===== config.mk =====
export PLATFORM = sky130hd
export DESIGN_NAME = fpov_unit
export DESIGN_NICKNAME = d
export VERILOG_FILES = /design/src/rtl/fpov_pkg.sv /design/src/rtl/fpov_ctrl.sv /design/src/rtl/fpov_dp.sv /design/src/rtl/fpov_unit.sv
export SDC_FILE = /design/constraint.sdc
export NUM_CORES = 1
export LEC_CHECK = 0
export BUFFER_PORTS_ARGS = -buffer_cell sky130_fd_sc_hd__buf_2
export CAP_MARGIN = 5
export CORE_AREA = 2 2 39 41
export DETAILED_ROUTE_END_ITERATION = 7
export DIE_AREA = 0 0 41 43
export PLACE_DENSITY = 0.81
export SYNTH_ARGS = -nofsm -noshare
export SYNTH_HDL_FRONTEND = slang
export SYNTH_SLANG_ARGS = --single-unit

===== constraint.sdc =====
create_clock -name clk -period 6.9 [get_ports clk]
set_input_delay 0.345 -clock clk [delete_from_list [all_inputs] [get_ports clk]]
set_output_delay 0.345 -clock clk [all_outputs]
set_load 0.02 [all_outputs]

===== src/rtl/fpov_pkg.sv =====
`timescale 1ns/1ps
package fpov_pkg;

  typedef enum logic [1:0] {
    PREC_EXT = 2'd0,
    PREC_SGL = 2'd1,
    PREC_DBL = 2'd2,
    PREC_RSV = 2'd3
  } prec_e;

  typedef enum logic [1:0] {
    DK_FPREG = 2'd0,
    DK_MEM   = 2'd1,
    DK_INT   = 2'd2,
    DK_RSV   = 2'd3
  } destKind_e;

  // Control-to-datapath strobes
  typedef struct packed {
    logic load;    // capture a result this cycle
    logic wrStat;  // status bit write
    logic wrVal;   // value for the status bit
  } dpStrobe_t;

  localparam int SGL_MAX_EXP = 255;
  localparam int DBL_MAX_EXP = 2047;
  localparam int EXT_MAX_EXP = 32767;

endpackage


===== src/rtl/fpov_ctrl.sv =====
`timescale 1ns/1ps
module fpov_ctrl
  import fpov_pkg::*;
(
  input  logic      clk,
  input  logic      rstN,
  input  logic      inValid,
  input  logic      statWrEn,
  input  logic      statWrData,
  input  logic      ovfHit,
  output dpStrobe_t strobe,
  output logic      inReady,
  output logic      outValid,
  output logic      excReq
);

  logic readyQ;
  logic takeIn;

  assign takeIn  = inValid & readyQ;
  assign inReady = readyQ;

  always_comb begin
    strobe.load   = takeIn;
    strobe.wrStat = statWrEn;
    strobe.wrVal  = statWrData;
  end

  always_ff @(posedge clk) begin
    if (!rstN) begin
      readyQ   <= 1'b0;
      outValid <= 1'b0;
      excReq   <= 1'b0;
    end else begin
      readyQ   <= 1'b1;
      outValid <= takeIn;
      excReq   <= takeIn & ovfHit;
    end
  end

endmodule


===== src/rtl/fpov_dp.sv =====
`timescale 1ns/1ps
module fpov_dp
  import fpov_pkg::*;
#(
  parameter int EXP_W     = 17,
  parameter int SGL_LIMIT = SGL_MAX_EXP,
  parameter int DBL_LIMIT = DBL_MAX_EXP,
  parameter int EXT_LIMIT = EXT_MAX_EXP
) (
  input  logic             clk,
  input  logic             rstN,
  input  dpStrobe_t        strobe,
  input  logic [EXP_W-1:0] inExp,
  input  logic [1:0]       destKind,
  input  logic [2:0]       destFmt,
  input  logic [1:0]       ctlPrec,
  input  logic             forceValid,
  input  logic [1:0]       forcePrec,
  output logic             ovfHit,
  output logic             ovfFlag,
  output logic             operr,
  output logic             wrSuppress,
  output logic             postInstr,
  output logic             statOvf
);

  localparam logic signed [EXP_W-1:0] LIM_SGL = EXP_W'(SGL_LIMIT);
  localparam logic signed [EXP_W-1:0] LIM_DBL = EXP_W'(DBL_LIMIT);
  localparam logic signed [EXP_W-1:0] LIM_EXT = EXP_W'(EXT_LIMIT);

  logic                    memLike;
  logic                    floatFmt;
  prec_e                   effPrec;
  logic signed [EXP_W-1:0] limitSel;
  logic                    overLimit;
  logic                    operrHit;

  assign memLike  = (destKind != DK_FPREG);
  assign floatFmt = (destFmt <= 3'd2);

  // Precision priority: forced, then destination format, then control register
  always_comb begin
    if (forceValid)   effPrec = prec_e'(forcePrec);
    else if (memLike) effPrec = prec_e'(destFmt[1:0]);
    else              effPrec = prec_e'(ctlPrec);
    if (memLike && !floatFmt) effPrec = PREC_EXT;
  end

  always_comb begin
    unique case (effPrec)
      PREC_SGL: limitSel = LIM_SGL;
      PREC_DBL: limitSel = LIM_DBL;
      default:  limitSel = LIM_EXT;
    endcase
  end

  assign overLimit = ($signed(inExp) >= limitSel);
  assign ovfHit    = overLimit && !(memLike && !floatFmt);
  assign operrHit  = overLimit && memLike && !floatFmt;

  always_ff @(posedge clk) begin
    if (!rstN) begin
      ovfFlag    <= 1'b0;
      operr      <= 1'b0;
      wrSuppress <= 1'b0;
      postInstr  <= 1'b0;
      statOvf    <= 1'b0;
    end else begin
      ovfFlag    <= strobe.load & ovfHit;
      operr      <= strobe.load & operrHit;
      wrSuppress <= strobe.load & ovfHit & !memLike;
      postInstr  <= strobe.load & ovfHit & memLike;
      if (strobe.load && ovfHit) statOvf <= 1'b1;
      else if (strobe.wrStat)    statOvf <= strobe.wrVal;
    end
  end

endmodule


===== src/rtl/fpov_unit.sv =====
`timescale 1ns/1ps
module fpov_unit
  import fpov_pkg::*;
#(
  parameter int EXP_W = 17
) (
  input  logic             clk,
  input  logic             rstN,
  input  logic             inValid,
  output logic             inReady,
  input  logic [EXP_W-1:0] inExp,
  input  logic [1:0]       destKind,
  input  logic [2:0]       destFmt,
  input  logic [1:0]       ctlPrec,
  input  logic             forceValid,
  input  logic [1:0]       forcePrec,
  input  logic             statWrEn,
  input  logic             statWrData,
  output logic             outValid,
  output logic             ovfFlag,
  output logic             operr,
  output logic             wrSuppress,
  output logic             postInstr,
  output logic             excReq,
  output logic             statOvf
);

  dpStrobe_t strobe;
  logic      ovfHit;

  fpov_ctrl u_ctrl (
    .clk        (clk),
    .rstN       (rstN),
    .inValid    (inValid),
    .statWrEn   (statWrEn),
    .statWrData (statWrData),
    .ovfHit     (ovfHit),
    .strobe     (strobe),
    .inReady    (inReady),
    .outValid   (outValid),
    .excReq     (excReq)
  );

  fpov_dp #(.EXP_W(EXP_W)) u_dp (
    .clk        (clk),
    .rstN       (rstN),
    .strobe     (strobe),
    .inExp      (inExp),
    .destKind   (destKind),
    .destFmt    (destFmt),
    .ctlPrec    (ctlPrec),
    .forceValid (forceValid),
    .forcePrec  (forcePrec),
    .ovfHit     (ovfHit),
    .ovfFlag    (ovfFlag),
    .operr      (operr),
    .wrSuppress (wrSuppress),
    .postInstr  (postInstr),
    .statOvf    (statOvf)
  );

endmodule


==> results of run 1 <==
final cells by class:
type	instances	area share, %
inverters	3	1.552
flip-flops and latches	7	19.31
clock inverters	1	0.6897
clock buffers	3	3.103
well taps	16	2.759
repair buffers	39	26.90
multi-input cells	43	45.69
metrics by stage:
| stage | std cells | worst slack [ps] |
|---|---|---|
| floorplan | 54 | 4351 |
| global placement | 108 | 4132 |
| detailed placement | 108 | 4034 |
| CTS | 112 | 4297 |
| global route | 112 | 3988 |
| finish | 112 | 4319 |
worst reg2reg max path, cell delays in order (launching register included):
cell and delay [ps]:
dfxtp_1 320, and3_1 160, nand2b_1 100, nand2b_1 190
nor3_1 130
sequential cells by signal, summed over array words and instances (netlist names):
name	flops
u_dp.operr	1
u_dp.ovfFlag	1
u_dp.statOvf	1
u_ctrl.inReady	1
u_dp.postInstr	1
u_ctrl.outValid	1
u_dp.wrSuppress	1
cell families after synthesis:
| group | count (synthesis) | share of synthesized area, % |
|---|---|---|
| compound gates | 11 | 19.13 |
| xor+xnor | 1 | 1.786 |
| fa+ha+maj | 6 | 15.31 |
| buf+inv | 4 | 3.827 |
| flops | 7 | 28.57 |
| mux | 3 | 6.378 |
| simple gates | 22 | 25.00 |
power by group through the flow:
stage	Combinational, W	Sequential, W	Clock (W)
detailed placement	0.0000343	0.0000431	0
finish	0.0000341	0.0000422	0.0000373
floorplan	0.0000180	0.0000449	0
CTS	0.0000346	0.0000422	0.0000386
global route	0.0000396	0.0000424	0.0000408
global placement	0.0000331	0.0000430	0
cell usage in the layout, fill, tap and decap left out, types with 2 or more instances in the layout:
cell type	instances
buf_2	39
a21oi_1	2
nor3_1	2
clkbuf_4	3
nand4_1	3
o21ai_0	4
dfxtp_1	7
inv_1	3
nand2_1	5
mux2i_1	2
ha_1	6
nand2b_1	2
nor2_1	4
routing by layer:
| metal | global-route usage, % | wire length, microns | vias to the layer above |
|---|---|---|---|
| li1 | - | - | 281 |
| met1 | 12.10 | 385 | 214 |
| met2 | 24.38 | 549 | 22 |
| met3 | 3.665 | 114 | 0 |
| met4 | 5.333 | 0 | 0 |
| met5 | 0 | 0 | - |
worst min path at each step:
stage               start        endpoint  slack, ps  cells past startpoint
finish               rstN  u_ctrl.inReady        220                      1
CTS                  rstN  u_ctrl.inReady        210                      1
detailed placement   rstN  u_ctrl.inReady        480                      1
floorplan            rstN  u_ctrl.inReady        370                      0
global placement     rstN  u_ctrl.inReady        480                      1
global route         rstN  u_ctrl.inReady        210                      1
==> run summary, run 1 <==
status = completed
hold_buf cts = 0
postcts setup bufs = 0
gpl congestion = 0.7053
hold_ws = 221.5 ps
share of total power in the clock network = 32.8%
crit path launch = destKind[1]
cell area after synthesis = 490.5 sq um
CP Buf/Inv Count = 2
critical-path cell list = buf_2, nor2_1, mux2i_1, o21ai_0, and2_1, ha_1, inv_1, ha_1, nand4_1, o311ai_0, a211oi_2, nor4_2
Power Density = 156.5 mW/mm^2
CP required = 7070 ps
worst r2r dst = u_dp.postInstr
number of routed nets with antenna violations = 0
initial antenna violation count = 0
synth-to-layout area growth = 47.96%
most used cell, CP = ha_1
async set-or-reset flop fraction in the synthesized netlist = 0%
CP Max Fanout = 5
nets@finish = 135
HPWL after DPL = 948.2 microns
Worst R2R Path Depth = 4
fmax = 387.4 MHz
Max stage delay on crit path = 440 ps
Internal Power = 0.00007958 W
DIE HEIGHT = 43 microns
wire length per cell = 9.357 microns
LEAKAGE = 0.3678 nW
Area after DPL = 698.2 sq um
top-count cell post-synth = dfxtp_1
Clock transition at path regs = 60 ps
Yosys top cell area share = 28.57%
Max H-tree Level = 1
Multi-input gate area = 331.6 sq um
critical path endpoint = u_dp.wrSuppress
Final period util = 37.41%
# fillers = 139
Total Wirelength = 1048 microns
CTS tree = built
worst vdd ir = 0.06899 mV
synth warn = 0
Setup CP Type = in -> reg
Arr. time, crit path = 2750 ps
R2R Path Start = u_ctrl.inReady
Final Util = 52.44%
design area = 725.7 sq um
num ports = 40
Rel. slew slack = 72.77%
crit path capture type = flip-flop
RSZ-0062 raised after global routing = false
synthesized flop and latch total = 7
first-pass GRT wire length = 1662 microns
vias in the first global route = 506
Resize count post-CTS = 0
Hold Fails Final Rpt = 0
Num CTS Buffers = 3
Sw Pwr = 0.00003401 W
post-synthesis sequential area ratio = 28.57%
most common library cells after synthesis = dfxtp_1 (7), ha_1 (6), nand2_1 (5)
Final Max Tran Viols = 0
root buffer cell = clkbuf_4
crit path time final = 2581 ps
total power = 0.0001136 W
starting DRC count in detailed routing = 5
EDFF count, synth = 0
syn_area_per_cell = 9.083 sq um
Crit path max-delay family = simple AND/OR/NAND/NOR gates
CTS Sinks = 7
prevailing post-synth register cell = dfxtp_1
DRC Markers = 0
grt ovf = 0
Cells after Synth = 54
die span in x = 41 microns
flop2flop setup slack = 5940 ps
share of layout cells above drive strength 1 = 50.00%
critical path depth = 12
die area = 0.001763 sq mm
Initial Util = 35.44%
total negative slack = 0 ps
antenna diode count = 0
DR vias = 517
DR vias/cell = 4.616
Net Sw Frac = 29.94%
core area = 0.001384 sq mm
final setup vio count = 0
Rows = 14
slowest CP cell = o311ai_0
Max-Cap Viols = 0
Max clock buf depth = 2
Sequential Area = 140.1 sq um
Worst Clk Skew = 6.092 ps
synth unique cells = 25
worst hold path class = in -> reg
startpoint types = input pin
area leader, netlist = dfxtp_1
Global Route Usage Sum = 13.11%
largest net degree at the start of global routing = 6
Worst-Skew Late Latency = 250 ps
I/O Buffers = 39
Flop pwr share = 37.2%
Syn Nets = 92
TritonRoute pass-1 iters = 4
top post-synthesis cells by area = dfxtp_1 (29%), ha_1 (15%), a2111oi_4 (5.6%)
Slew @ Worst Pin = 403.3 ps
Logic pwr share = 30.0%
No activity file was read; power rests on OpenSTA's default activity.
==> inputs of run 2 (changes only) <==
--- a/config.mk
+++ b/config.mk
@@ -7,10 +7,9 @@
 export LEC_CHECK = 0
 export BUFFER_PORTS_ARGS = -buffer_cell sky130_fd_sc_hd__buf_2
 export CAP_MARGIN = 5
-export CORE_AREA = 2 2 39 41
+export CORE_UTILIZATION = 33
 export DETAILED_ROUTE_END_ITERATION = 7
-export DIE_AREA = 0 0 41 43
-export PLACE_DENSITY = 0.81
+export PLACE_DENSITY = 0.77
 export SYNTH_ARGS = -nofsm -noshare
 export SYNTH_HDL_FRONTEND = slang
 export SYNTH_SLANG_ARGS = --single-unit
==> constraint.sdc (replaced) <==
create_clock -name clk -period 2.1 [get_ports clk]
set_input_delay 0.105 -clock clk [delete_from_list [all_inputs] [get_ports clk]]
set_output_delay 0.105 -clock clk [all_outputs]
set_load 0.02 [all_outputs]
==> run 2 against run 1 <==
The flow now finishes with violations (negative setup slack). First-iteration DRC count shrank 20%. Combinational power grew to 5.1 times the previous value. Global-route usage grew 4.0 points. Design area grew 25%. Core utilization grew 15 points. Clock skew shrank 5.5 ps. Cell count grew 7.1%. Hold slack lost 110 ps. Sequential share of layout area shrank 3.8 points. Register-to-register slack lost 4900 ps. Critical path depth grew 1. Critical endpoint unchanged.
==> run summary, run 2 (synthesis results as in run 1) <==
status = complete, but fails checks
failing checks = negative setup slack
Worst-Skew Late Latency = 250 ps (about the same)
core area = 0.001334 sq mm (-3.6%)
Flop pwr share = 32.0% (-5.2 points)
Max H-tree Level = 1 (unchanged)
worst vdd ir = 0.2120 mV (+210%)
commonest non-fill, non-tap cell in the layout = buf_2
Global Route Usage Sum = 17.08% (+4.0 points)
CTS Sinks = 7 (unchanged)
first-pass GRT wire length = 1849 microns (+11%)
Arr. time, crit path = 2290 ps (-460 ps)
crit path capture type = flip-flop
LEAKAGE = 0.4134 nW (+12%)
most frequent cells in the layout = buf_2 (37), buf_4 (7), dfxtp_1 (7)
Final Util = 67.82% (+15 points)
share of total power in the clock network = 27.8% (-5.0 points)
Sw Pwr = 0.0001328 W (+290%)
CP Max Fanout = 5 (unchanged)
TritonRoute pass-1 iters = 4 (unchanged)
Cell Count, Final, Fillers Out = 120 (+7.1%)
wire length per cell = 10.98 microns (+17%)
Total Wirelength = 1318 microns (+26%)
DR vias/cell = 4.792 (+3.8%)
root buffer cell = clkbuf_4
Setup WS pre-CTS = -362.7 ps (-4396 ps)
HPWL after DPL = 1079 microns (+14%)
grt ovf = 0 (unchanged)
slowest CP cell = o311ai_2
vias in the first global route = 486 (-4.0%)
R2R Path Start = u_ctrl.inReady
Setup CP Type = in -> reg
Final period util = 101.4%
DIE HEIGHT = 40.55 microns (-5.7%)
CTS tree = built
critical-path cell list = buf_6, nor2_4, buf_6, mux2i_1, o21ai_1, nand2_1, ha_4, inv_6, ha_4, nand4_1, o311ai_2, a211oi_4, nor4_2
dpl cells = 113 (+4.6%)
Hold Crit Start = destKind[0]
synth-to-layout area growth = 84.44%
final setup vio count = 1 (+1)
crit path time final = 2130 ps
Initial Util = 36.77% (+1.3 points)
Logic pwr share = 40.2% (+10 points)
DR vias = 575 (+11%)
Slew @ Worst Pin = 411.1 ps (+7.770 ps)
Rel. slew slack = 72.36% (-0.41 points)
Power Density = 480.8 mW/mm^2 (+210%)
Net Sw Frac = 30.54% (+0.60 points)
Max-Cap Viols = 0 (unchanged)
Clock transition at path regs = 50 ps (about the same)
fmax = 469.5 MHz
starting DRC count in detailed routing = 4 (-1)
gpl congestion = 0.7479 (+6.0%)
worst setup margin = -29.81 ps (-4349 ps)
Final Max Tran Viols = 0 (unchanged)
CP required = 2260 ps (-4810 ps)
die area = 0.001644 sq mm (-6.7%)
Rows = 13 (-1)
Max stage delay on crit path = 340 ps (-100 ps)
startpoint types = input pin
Max clock buf depth = 2 (unchanged)
total negative slack = -29.81 ps (-29.81 ps)
I/O Buffers = 39 (unchanged)
antenna diode count = 0 (unchanged)
number of routed nets with antenna violations = 0 (unchanged)
initial antenna violation count = 0 (unchanged)
Num CTS Buffers = 3 (unchanged)
Internal Power = 0.0003021 W (+280%)
nets@finish = 144 (+6.7%)
DRC Markers = 0 (unchanged)
Worst Clk Skew = 0.5638 ps (-5.528 ps)
num ports = 40 (unchanged)
crit path launch = destKind[0]
worst hold path class = in -> reg
Hold Fails Final Rpt = 0 (unchanged)
die span in x = 40.55 microns (-1.1%)
largest net degree at the start of global routing = 6 (unchanged)
RSZ-0062 raised after global routing = true
share of layout cells above drive strength 1 = 61.90% (+12 points)
==> run 2: cell count changes in the layout (fill, tap and decap cells not counted), sizes merged <==
| cell | previous run | this run |
|---|---|---|
| clkinv | 1 | 0 |
| clkbuf | 3 | 4 |
| dlygate4sd3 | 0 | 1 |
| buf | 39 | 47 |
==> run 2: through the flow <==
step / hold WS (ps) / instance area, sq um / power [W]
CTS: 105.5 / 904.6 / 0.0004363
global placement: 235.4 / 757.0 / 0.0002660
floorplan: 132.7 / 505.5 / 0.0002115
detailed placement: 246.6 / 757.0 / 0.0002731
finish: 111.8 / 904.6 / 0.0004349
global route: 111.7 / 904.6 / 0.0004632
==> run 2: worst paths after layout <==
| path | slack (ps) | to | depth (start not counted) |
|---|---|---|---|
| max | -30 | u_dp.wrSuppress | 13 |
| min | 110 | u_dp.wrSuppress | 3 |
| max reg2reg | 1040 | u_dp.postInstr | 4 |
| min reg2reg | 520 | u_ctrl.outValid | 1 |
==> run 2: worst max-delay path: cells and delay by family <==
kind | cells | cell delay, ps
and+or+nand+nor | 4 | 730
muxes | 1 | 60
buffers and inverters | 3 | 260
adders and majority gates | 2 | 560
AOI/OAI and AO/OA | 3 | 560
==> run 2: timing repair <==
action                                  4_1_cts  5_1_grt
buffers inserted                              2        0
hold buffers                                  1        0
resized for setup                            16        0
pin swaps                                    11        1
hold endpoints to repair                      1        0
endpoints found under the setup margin        5        5
==> run 2: area by class of cell <==
| type | count | area (sq um) |
|---|---|---|
| multi-input combinational | 43 | 421.7 |
| sequential | 7 | 140.1 |
| inverter | 3 | 16.27 |
| timing repair buffer | 48 | 281.5 |
| tap | 15 | 18.77 |
| fill | 103 | 429.2 |
| clock buffer | 4 | 26.28 |
==> run 2: power groups by stage <==
stage / clock, W / sequential, W / combinational, W
after floorplan: 0 / 0.000148 / 0.0000640
after global placement: 0 / 0.000141 / 0.000125
after detailed placement: 0 / 0.000142 / 0.000131
after CTS: 0.000124 / 0.000139 / 0.000173
after global routing: 0.000129 / 0.000140 / 0.000195
final: 0.000121 / 0.000139 / 0.000175
==> run 2: per-layer routing <==
metal | up-vias | track usage (%) | share of wire (%)
met4 | 0 | 7.500 | 0
li1 | 299 | - | -
met3 | 0 | 3.333 | 6.2
met1 | 245 | 17.86 | 39
met2 | 31 | 32.14 | 55
met5 | - | 0 | 0
==> inputs of run 3 (changes only) <==
--- a/config.mk
+++ b/config.mk
@@ -13,3 +13,4 @@
 export SYNTH_ARGS = -nofsm -noshare
 export SYNTH_HDL_FRONTEND = slang
 export SYNTH_SLANG_ARGS = --single-unit
+export TNS_END_PERCENT = 1
==> run 3 against run 2 <==
The run still ends with negative setup slack left. Clock skew unchanged. Combinational power about the same. Fmax unchanged. Register-to-register slack about the same. Wire length unchanged. Die area unchanged. Critical path type unchanged.
==> run summary, run 3 (synthesis results as in run 1) <==
Global Route Usage Sum = 17.08% (unchanged)
Final Max Tran Viols = 0 (unchanged)
DR vias = 575 (unchanged)
CP required = 2260 ps (about the same)
# fillers = 103 (unchanged)
vias in the first global route = 486 (unchanged)
initial antenna violation count = 0 (unchanged)
fmax = 469.5 MHz (unchanged)
Max-Cap Viols = 0 (unchanged)
crit path time final = 2130 ps (unchanged)
Hold Fails Final Rpt = 0 (unchanged)
final setup vio count = 1 (unchanged)
CTS tree = built
CP Max Fanout = 5 (unchanged)
root buffer cell = clkbuf_4
Arr. time, crit path = 2290 ps (about the same)
CTS Sinks = 7 (unchanged)
Slew @ Worst Pin = 411.1 ps (unchanged)
Max H-tree Level = 1 (unchanged)
worst hold path class = in -> reg
total power = 0.0004349 W (unchanged)
DIE HEIGHT = 40.55 microns (unchanged)
Setup CP Type = in -> reg
worst setup margin = -29.81 ps (unchanged)
Num CTS Buffers = 3 (unchanged)
Worst Clk Skew = 0.5638 ps (unchanged)
RSZ-0062 raised after global routing = true
first-pass GRT wire length = 1849 microns (unchanged)
DR vias/cell = 4.792 (unchanged)
TritonRoute pass-1 iters = 4 (unchanged)
Initial Util = 36.77% (unchanged)
Rel. slew slack = 72.36% (unchanged)
crit path capture type = flip-flop
most frequent cells in the layout = buf_2 (37), buf_4 (7), dfxtp_1 (7)
die span in x = 40.55 microns (unchanged)
status = complete, but fails checks
number of routed nets with antenna violations = 0 (unchanged)
gpl congestion = 0.7479 (unchanged)
LEAKAGE = 0.4134 nW (unchanged)
share of layout cells above drive strength 1 = 61.90% (unchanged)
Clock transition at path regs = 50 ps (about the same)
Setup WS pre-CTS = -362.7 ps (unchanged)
antenna diode count = 0 (unchanged)
grt ovf = 0 (unchanged)
Final period util = 101.4% (unchanged)
hold_ws = 111.8 ps (unchanged)
wire length per cell = 10.98 microns (unchanged)
Worst-Skew Late Latency = 250 ps (about the same)
total negative slack = -29.81 ps (unchanged)
synth-to-layout area growth = 84.44% (unchanged)
I/O Buffers = 39 (unchanged)
DRC Markers = 0 (unchanged)
nets@finish = 144 (unchanged)
Max clock buf depth = 2 (unchanged)
failing checks = negative setup slack
Final Util = 67.82% (unchanged)
num ports = 40 (unchanged)
largest net degree at the start of global routing = 6 (unchanged)
Rows = 13 (unchanged)
startpoint types = input pin
Total Wirelength = 1318 microns (unchanged)
Power Density = 480.8 mW/mm^2 (unchanged)
die area = 0.001644 sq mm (unchanged)
HPWL after DPL = 1079 microns (unchanged)
core area = 0.001334 sq mm (unchanged)
starting DRC count in detailed routing = 4 (unchanged)
worst vdd ir = 0.2120 mV (unchanged)
commonest non-fill, non-tap cell in the layout = buf_2
[run 3: worst paths after layout]
kind | from | endpoint | slack [ps] | cells past startpoint
max | destKind[0] | u_dp.wrSuppress | -30 | 13
min | destKind[0] | u_dp.wrSuppress | 110 | 3
min reg2reg | u_ctrl.inReady | u_ctrl.outValid | 520 | 1
max reg2reg | u_ctrl.inReady | u_dp.postInstr | 1040 | 4
[run 3: routing by layer]
layer	track usage, %	wire (microns)	up-vias
li1	-	-	299
met1	17.86	515	245
met2	32.14	720	31
met3	3.333	82	0
met4	7.500	0	0
met5	0	0	-
[run 3: repair_timing]
| action | 4_1_cts | 5_1_grt |
|---|---|---|
| endpoints found under the hold margin | 1 | 0 |
| setup endpoints to repair | 5 | 5 |
| hold buffers | 1 | 0 |
| gates resized for setup | 16 | 0 |
| buffers inserted | 2 | 0 |
| pin swaps | 11 | 1 |
| gates cloned | 0 | 0 |
[run 3: worst max-delay path, stage by stage]
cell and delay [ps]:
buf_6 100, nor2_4 150, buf_6 110, mux2i_1 60
o21ai_1 130, nand2_1 120, ha_4 310, inv_6 50
ha_4 250, nand4_1 180, o311ai_2 340, a211oi_4 90
nor4_2 280
[run 3: final cells by class]
| cell class | instances | area [sq um] | area share, % |
|---|---|---|---|
| tap | 15 | 18.77 | 2.075 |
| clock buffer | 4 | 26.28 | 2.905 |
| multi-input combinational | 43 | 421.7 | 46.61 |
| inverter | 3 | 16.27 | 1.798 |
| timing repair buffer | 48 | 281.5 | 31.12 |
| sequential | 7 | 140.1 | 15.49 |
[run 3: per-stage QoR]
stage | cells | instance area (sq um)
after floorplan | 54 | 505.5
after detailed placement | 113 | 757.0
after global placement | 113 | 757.0
final | 120 | 904.6
after CTS | 120 | 904.6
after global routing | 120 | 904.6
[run 3: power breakdown]
part | leakage (nW) | total (W) | internal [W] | switching [W]
Clock | 0.0150 | 0.000121 | 0.0000724 | 0.0000487
Sequential | 0.0573 | 0.000139 | 0.000137 | 0.00000156
Combinational | 0.341 | 0.000175 | 0.0000922 | 0.0000826
